### src/rtl/baud_pkg.sv
package baud_pkg;
  localparam int unsigned BAUD_SCALE_W = 12;
  localparam int unsigned BAUD_STEP_W  = 16;
  localparam int unsigned BAUD_ACC_W   = 17;
endpackage

### src/rtl/baud_cfg_guard.sv
module baud_cfg_guard #(
  parameter int unsigned SCALE_W = 12,
  parameter int unsigned STEP_W  = 16
) (
  input  logic               clk,
  input  logic               en,
  input  logic [SCALE_W-1:0] scale,
  input  logic [STEP_W-1:0]  step,
  output logic               clear
);
  logic [SCALE_W-1:0] scale_q;
  logic [STEP_W-1:0]  step_q;

  // Last-seen configuration, captured on every edge including reset.
  always_ff @(posedge clk) begin
    scale_q <= scale;
    step_q  <= step;
  end

  assign clear = !en || (scale != scale_q) || (step != step_q);
endmodule

### src/rtl/baud_prescaler.sv
module baud_prescaler #(
  parameter int unsigned SCALE_W = 12
) (
  input  logic               clk,
  input  logic               rst,
  input  logic               clear,
  input  logic [SCALE_W-1:0] scale,
  output logic               pulse
);
  logic [SCALE_W-1:0] cnt;
  logic               at_top;

  assign at_top = (cnt == scale);
  assign pulse  = at_top && !clear;

  always_ff @(posedge clk) begin
    if (rst || clear)   cnt <= '0;
    else if (at_top)    cnt <= '0;
    else                cnt <= cnt + 1'b1;
  end

  // whenever no clear is pending, the count is within the divide range
  a_r3_cnt_in_range: assert property (@(posedge clk) disable iff (rst)
    !clear |-> (cnt <= scale));
endmodule

### src/rtl/baud_phase_acc.sv
module baud_phase_acc #(
  parameter int unsigned STEP_W = 16,
  parameter int unsigned ACC_W  = 17
) (
  input  logic              clk,
  input  logic              rst,
  input  logic              clear,
  input  logic              pulse,
  input  logic [STEP_W-1:0] step,
  output logic              tick
);
  localparam int unsigned PAD_W = ACC_W + 1 - STEP_W;

  logic [ACC_W-1:0] phase;
  logic [ACC_W:0]   sum;

  assign sum = {1'b0, phase} + {{PAD_W{1'b0}}, step};

  always_ff @(posedge clk) begin
    if (rst || clear) begin
      phase <= '0;
      tick  <= 1'b0;
    end else begin
      tick <= pulse && sum[ACC_W];
      if (pulse) phase <= sum[ACC_W-1:0];
    end
  end

  // a tick only ever follows a prescaler pulse
  a_r4_tick_after_pulse: assert property (@(posedge clk) disable iff (rst)
    tick |-> $past(pulse));
  // step below half the modulus cannot overflow twice in a row
  a_r2_single_cycle: assert property (@(posedge clk) disable iff (rst)
    tick |=> !tick);
  // a zero increment never produces a carry
  a_r5_zero_step: assert property (@(posedge clk) disable iff (rst)
    ($past(step) == '0) |-> !tick);
endmodule

### src/rtl/frac_baud_gen.sv
module frac_baud_gen
  import baud_pkg::*;
#(
  parameter int unsigned SCALE_W = BAUD_SCALE_W,
  parameter int unsigned STEP_W  = BAUD_STEP_W,
  parameter int unsigned ACC_W   = BAUD_ACC_W
) (
  input  logic               clk,
  input  logic               rst,
  input  logic               en,
  input  logic [SCALE_W-1:0] scale,
  input  logic [STEP_W-1:0]  step,
  output logic               tick
);
  logic clear;
  logic pulse;

  baud_cfg_guard #(.SCALE_W(SCALE_W), .STEP_W(STEP_W)) u_guard (
    .clk(clk), .en(en), .scale(scale), .step(step), .clear(clear)
  );

  baud_prescaler #(.SCALE_W(SCALE_W)) u_pre (
    .clk(clk), .rst(rst), .clear(clear), .scale(scale), .pulse(pulse)
  );

  baud_phase_acc #(.STEP_W(STEP_W), .ACC_W(ACC_W)) u_acc (
    .clk(clk), .rst(rst), .clear(clear), .pulse(pulse), .step(step),
    .tick(tick)
  );

  // a disabled edge leaves the strobe low
  a_r7_disabled_quiet: assert property (@(posedge clk) disable iff (rst)
    !en |=> !tick);
  // an edge that sees a new step value leaves the strobe low
  a_r8_step_change_quiet: assert property (@(posedge clk) disable iff (rst)
    (step != $past(step)) |=> !tick);
endmodule

### config.mk
export PLATFORM = sky130hd
export DESIGN_NAME = frac_baud_gen
export DESIGN_NICKNAME = d
export VERILOG_FILES = /design/src/rtl/baud_pkg.sv /design/src/rtl/baud_cfg_guard.sv /design/src/rtl/baud_prescaler.sv /design/src/rtl/baud_phase_acc.sv /design/src/rtl/frac_baud_gen.sv
export SDC_FILE = /design/constraint.sdc
export NUM_CORES = 1
export LEC_CHECK = 0
export BUFFER_PORTS_ARGS = -buffer_cell sky130_fd_sc_hd__clkbuf_2
export CAP_MARGIN = 30
export CORE_MARGIN = 2
export CORE_UTILIZATION = 40
export DETAILED_ROUTE_END_ITERATION = 7
export GPL_ROUTABILITY_DRIVEN = 0
export PLACE_DENSITY = 0.57
export SLEW_MARGIN = 20
export SYNTH_ARGS = -nofsm -noshare
export SYNTH_HDL_FRONTEND = slang
export SYNTH_SLANG_ARGS = --single-unit
export TNS_END_PERCENT = 5
### constraint.sdc
create_clock -name clk -period 7.1 [get_ports clk]
set_clock_uncertainty 0.05 [all_clocks]
set_input_delay 0.355 -clock clk [delete_from_list [all_inputs] [get_ports clk]]
set_output_delay 0.355 -clock clk [all_outputs]
set_load 0.05 [all_outputs]
[Word level (Yosys, flattened, before mapping)]
Index checks and enable logic that the tools add are counted.
Storage, ports and cells
  output and inout bits: 1
  register bits: 58
Operators by class
  equal/unequal tests: 3
  $add $sub $neg: 2
  reductions and logical operators: 8
Operator list (count)
  adder 17 x 16 -> 18 bit: 1
  != test 16 bit: 1
  adder 12 x 1 -> 12 bit, second input constant: 1
  equality test 12 bit: 1
  != test 12 bit: 1
  logical OR 1 bit: 3
  logical AND 1 bit: 2
  logical NOT 1 bit: 2
  OR reduction 2 bit: 1

[Longest topological paths before layout]
  depth in word-level cells: 6
  mapped depth: 9
  mapped depth without buffers: 9

[By module]
Synthesis repeated with hierarchy kept, for this count alone.
Second synthesis, totals
  cell total of the unflattened synthesis: 312
  area, all modules: 2947.8 µm²
By module, submodules not included
  baud_phase_acc: area each 1441.4 µm², times used 1, cells each 174
  baud_cfg_guard: area each 865.8 µm², times used 1, cells each 66
  baud_prescaler: area each 640.6 µm², times used 1, cells each 72

[Least setup slack after synthesis]
Ideal clock, no wire load.
  path kind: input -> register
  start point: input port step[0]
  end point: register u_acc.phase[16]
  buffers on the path: 0
  data required time: 6.935 ns
  stages on the path: 9
  library setup time: 0.115 ns
  setup slack: 4.578 ns
  arrival: 2.357 ns
  path through: ha_1 -> fa_1 -> a21o_1 -> a221oi_2 -> nor2_1 -> o41a_1 -> o31ai_2 -> xnor2_1 -> and2_1
Between the ends
  longest elaborated chain between the ends: 4
  elaborated cells on any way between the ends: 6
  those cells by class: 1 x add/sub; 1 x eq/ne; 4 x reduce/logical
Ends and longest elaborated chain
  start: declaration: line frac_baud_gen.sv:12  | input logic [STEP_W-1:0] step,
  branches (longest 4 deep; another with adder 17 x 16 -> 18 bit)
  end signal: assignment: line baud_phase_acc.sv:25  | if (pulse) phase <= sum[ACC_W-1:0];
  end: declaration: line baud_phase_acc.sv:14  | logic [ACC_W-1:0] phase;
Parallel ways; which one is timed is not known.
A chain may end at the register's enable or synchronous reset.

[Final worst setup path]
  start point: register u_acc.phase[0]
  end point: register u_acc.phase[16]
Between the ends
  longest elaborated chain between the ends: 1
Ends and longest elaborated chain
  adder 17 x 16 -> 18 bit: line baud_phase_acc.sv:17  | assign sum = {1'b0, phase} + {{PAD_W{1'b0}}, step};
Every way passes these cells.

==> results.tsv <==
metric	value	unit
dp_slack	4.30	ns
drive_gt1_share	21.8	%
die_h	87.7	um
grt_use_total	17.0	%
synth_cell_types	42	
critPathBufInv	0	
critical_path_class	reg -> reg	
worstPathRequired	7.28	ns
antenna_found_initial	0	
gr-total-overflow	0	
coreArea	0.00679	sq mm
rows	30	
clock_path_buffers	2	
crit_cells	9	
io_pins	32	
setup_viol	0	
setup_ws	4.49	ns
arrival	2.79	ns
grt_pass1_wl	9880	um
ff2ff_setup_slack	4.49	ns
syn_avg_cell_area	10.3	sq um
period_share	36.8	%
dieArea	0.00769	sq mm
cp-start-kind	flop	
drt_iter0_drc	79	
cap_violations	0	
numCtsBuffers	9	
cts_resized	0	
end_kind	flop	
syn-instance-count	272	
portBuffers	31	
synth_area_leader_cell	dfxtp_1	
postCtsSetupBuffers	0	
synth_top_area_share	41.5	%
synthArstFlopShare	0	%
slowest_stage	o41a_1	
avgRoutedWirePerCell	14.5	um
post-route-util	48.1	%
ys_ff_latch	58	
dp.cells	396	
period_needed	2.61	ns
power_density	215	mW/mm^2
rsz0062_at_grt	no	
first_pass_iters	4	
ys_warn_count	0	
ys.flop_type	dfxtp_1	
maxSlewViolCount	0	
status	finished, final reports clean	
grt_pass1_vias	2057	
final_cells	412	
n_antenna_cell	0	
maxClockFrequency	383	MHz
drtAntennaViolNets	0	
final_net_count	360	
synth-edff-count	0	
cp_top_family	compound AO/OA/AOI/OAI gates	
leakagePower	1.34	nW
drcViolationCount	0	
cts_num_sinks	58	
fillCellCount	663	
tightestPinTransition	0.736	ns
whs_path_depth	1	
synth_area	0.00280	sq mm
clk_root_buffer_cell	clkbuf_8	
grt_max_degree	19	
syn_to_final_growth	16.7	%
cpPeakStageDelay	0.44	ns
avgViaCountPerCell	5.08	
reg2reg_depth	9	
critPathMaxFanout	3	
worstPathCellList	ha_1, fa_1, a21o_1, a221oi_2, nor2_1, o41a_1, o31ai_2, xnor2_1, and2_1	
synth_top_cells_by_area	dfxtp_1, xnor2_1, ha_1	
peakVddDrop	0.0000941	V
slew_headroom	50.9	%
cts_hold_buf	0	
initial_utilization	41.2	%
die_x	87.7	um
path_clk_slew	0.07	ns
htreeDepth	3	
hpwl	4420	um
hold_viol	0	
setup_tns	0	ns
ys_seq_area_share	41.5	%
wl	5990	um
synthesis.nets	321	
hold_class	in -> reg	
worstSkewPairLatency	0.33	ns
tritoncts	done	
vias	2095	
flip-flops by register name, indices dropped and copies added, names as in the netlist:
name / cells
u_pre.cnt: 12
u_guard.step_q: 16
u_acc.tick: 1
u_acc.phase: 17
u_guard.scale_q: 12
stage by stage:
stage	instance area [sq um]	hold slack, ns	power [mW]
after floorplan	2800	0.333	0.374
after global placement	3060	0.427	0.397
after detailed placement	3060	0.432	0.397
after CTS	3270	0.106	0.709
after global routing	3270	0.107	0.729
final	3270	0.119	0.701
worst reg2reg max path, delay by kind of cell (launching register included):
family | cells | cell delay [ns]
AOI/OAI and AO/OA | 4 | 1.20
adders and majority gates | 2 | 0.60
DFF | 1 | 0.32
and+or+nand+nor | 2 | 0.26
xor gates and xnor gates | 1 | 0.08
Yosys cell counts, types with 2 or more instances:
cell type  instances
nand4_1            8
nor4_1             4
nor2b_1            2
and4_1             2
clkbuf_1           3
nand2b_1           2
o221a_2           15
a21oi_1           12
nor2_1            22
a21o_1             7
o21a_1             3
and3_1             6
inv_1              4
o21ai_0            6
a211oi_1           2
xor2_1            19
or3_1              2
dfxtp_1           58
xnor2_1           44
nand3_1            7
nand2_1            7
ha_1              17
metal layers:
layer  vias up  GRT usage [%]  share of wire [%]
met5         -              0                  0
met4         0           8.67                1.9
met3        13           3.49                3.8
met2        40           25.3                 43
met1       979           23.3                 51
li1       1063              -                  -
layout by cell type (no fill, tap or decap), types with 2 or more instances in the layout:
master / Yosys / layout
dfxtp_1: 58 / 58
a21o_1: 7 / 7
a211oi_1: 2 / 2
xor2_1: 19 / 19
nand4_1: 8 / 8
and4_1: 2 / 2
nor2_1: 22 / 22
clkinvlp_4: 0 / 2
clkbuf_2: 0 / 31
and3_1: 6 / 6
or3_1: 2 / 2
o21a_1: 3 / 3
nor2b_1: 2 / 2
inv_1: 4 / 4
xnor2_1: 44 / 44
ha_1: 17 / 17
nand2_1: 7 / 7
clkbuf_8: 0 / 11
nand2b_1: 2 / 2
buf_4: 0 / 2
nor4_1: 4 / 4
o221a_2: 15 / 15
o21ai_0: 6 / 6
a21oi_1: 12 / 12
nand3_1: 7 / 7
cell type report:
| type | instances | area [sq um] | share of cell area, % |
|---|---|---|---|
| Sequential cell | 58 | 1160 | 35.5 |
| Multi-Input combinational cell | 205 | 1600 | 48.9 |
| Timing Repair Buffer | 33 | 170 | 5.21 |
| Clock buffer | 12 | 155 | 4.75 |
| Inverter | 4 | 15.0 | 0.459 |
| Clock inverter | 4 | 50.0 | 1.53 |
| Tap cell | 96 | 120 | 3.68 |
worst paths after layout:
path / from / endpoint
worst min register to register: u_pre.cnt[0] / u_pre.cnt[0]
worst min-delay path: step[13] / u_guard.step_q[13]
worst max register to register: u_acc.phase[0] / u_acc.phase[16]
worst max-delay path: u_acc.phase[0] / u_acc.phase[16]
power breakdown:
| group | internal [mW] | switching [mW] | leakage, nW |
|---|---|---|---|
| registers | 0.334 | 0.00335 | 0.478 |
| logic | 0.0246 | 0.0267 | 0.763 |
| clock network | 0.181 | 0.132 | 0.0986 |
| total | 0.539 | 0.162 | 1.34 |
logic make-up after synthesis:
family / after synthesis / share of synthesized area [%]
buffers and inverters: 9 / 1.52
adders and majority gates: 18 / 8.31
xor gates and xnor gates: 63 / 19.7
and+or+nand+nor: 70 / 13.5
AOI/OAI and AO/OA: 54 / 15.5
DFF: 58 / 41.5
No activity file was read; power rests on OpenSTA's default activity.
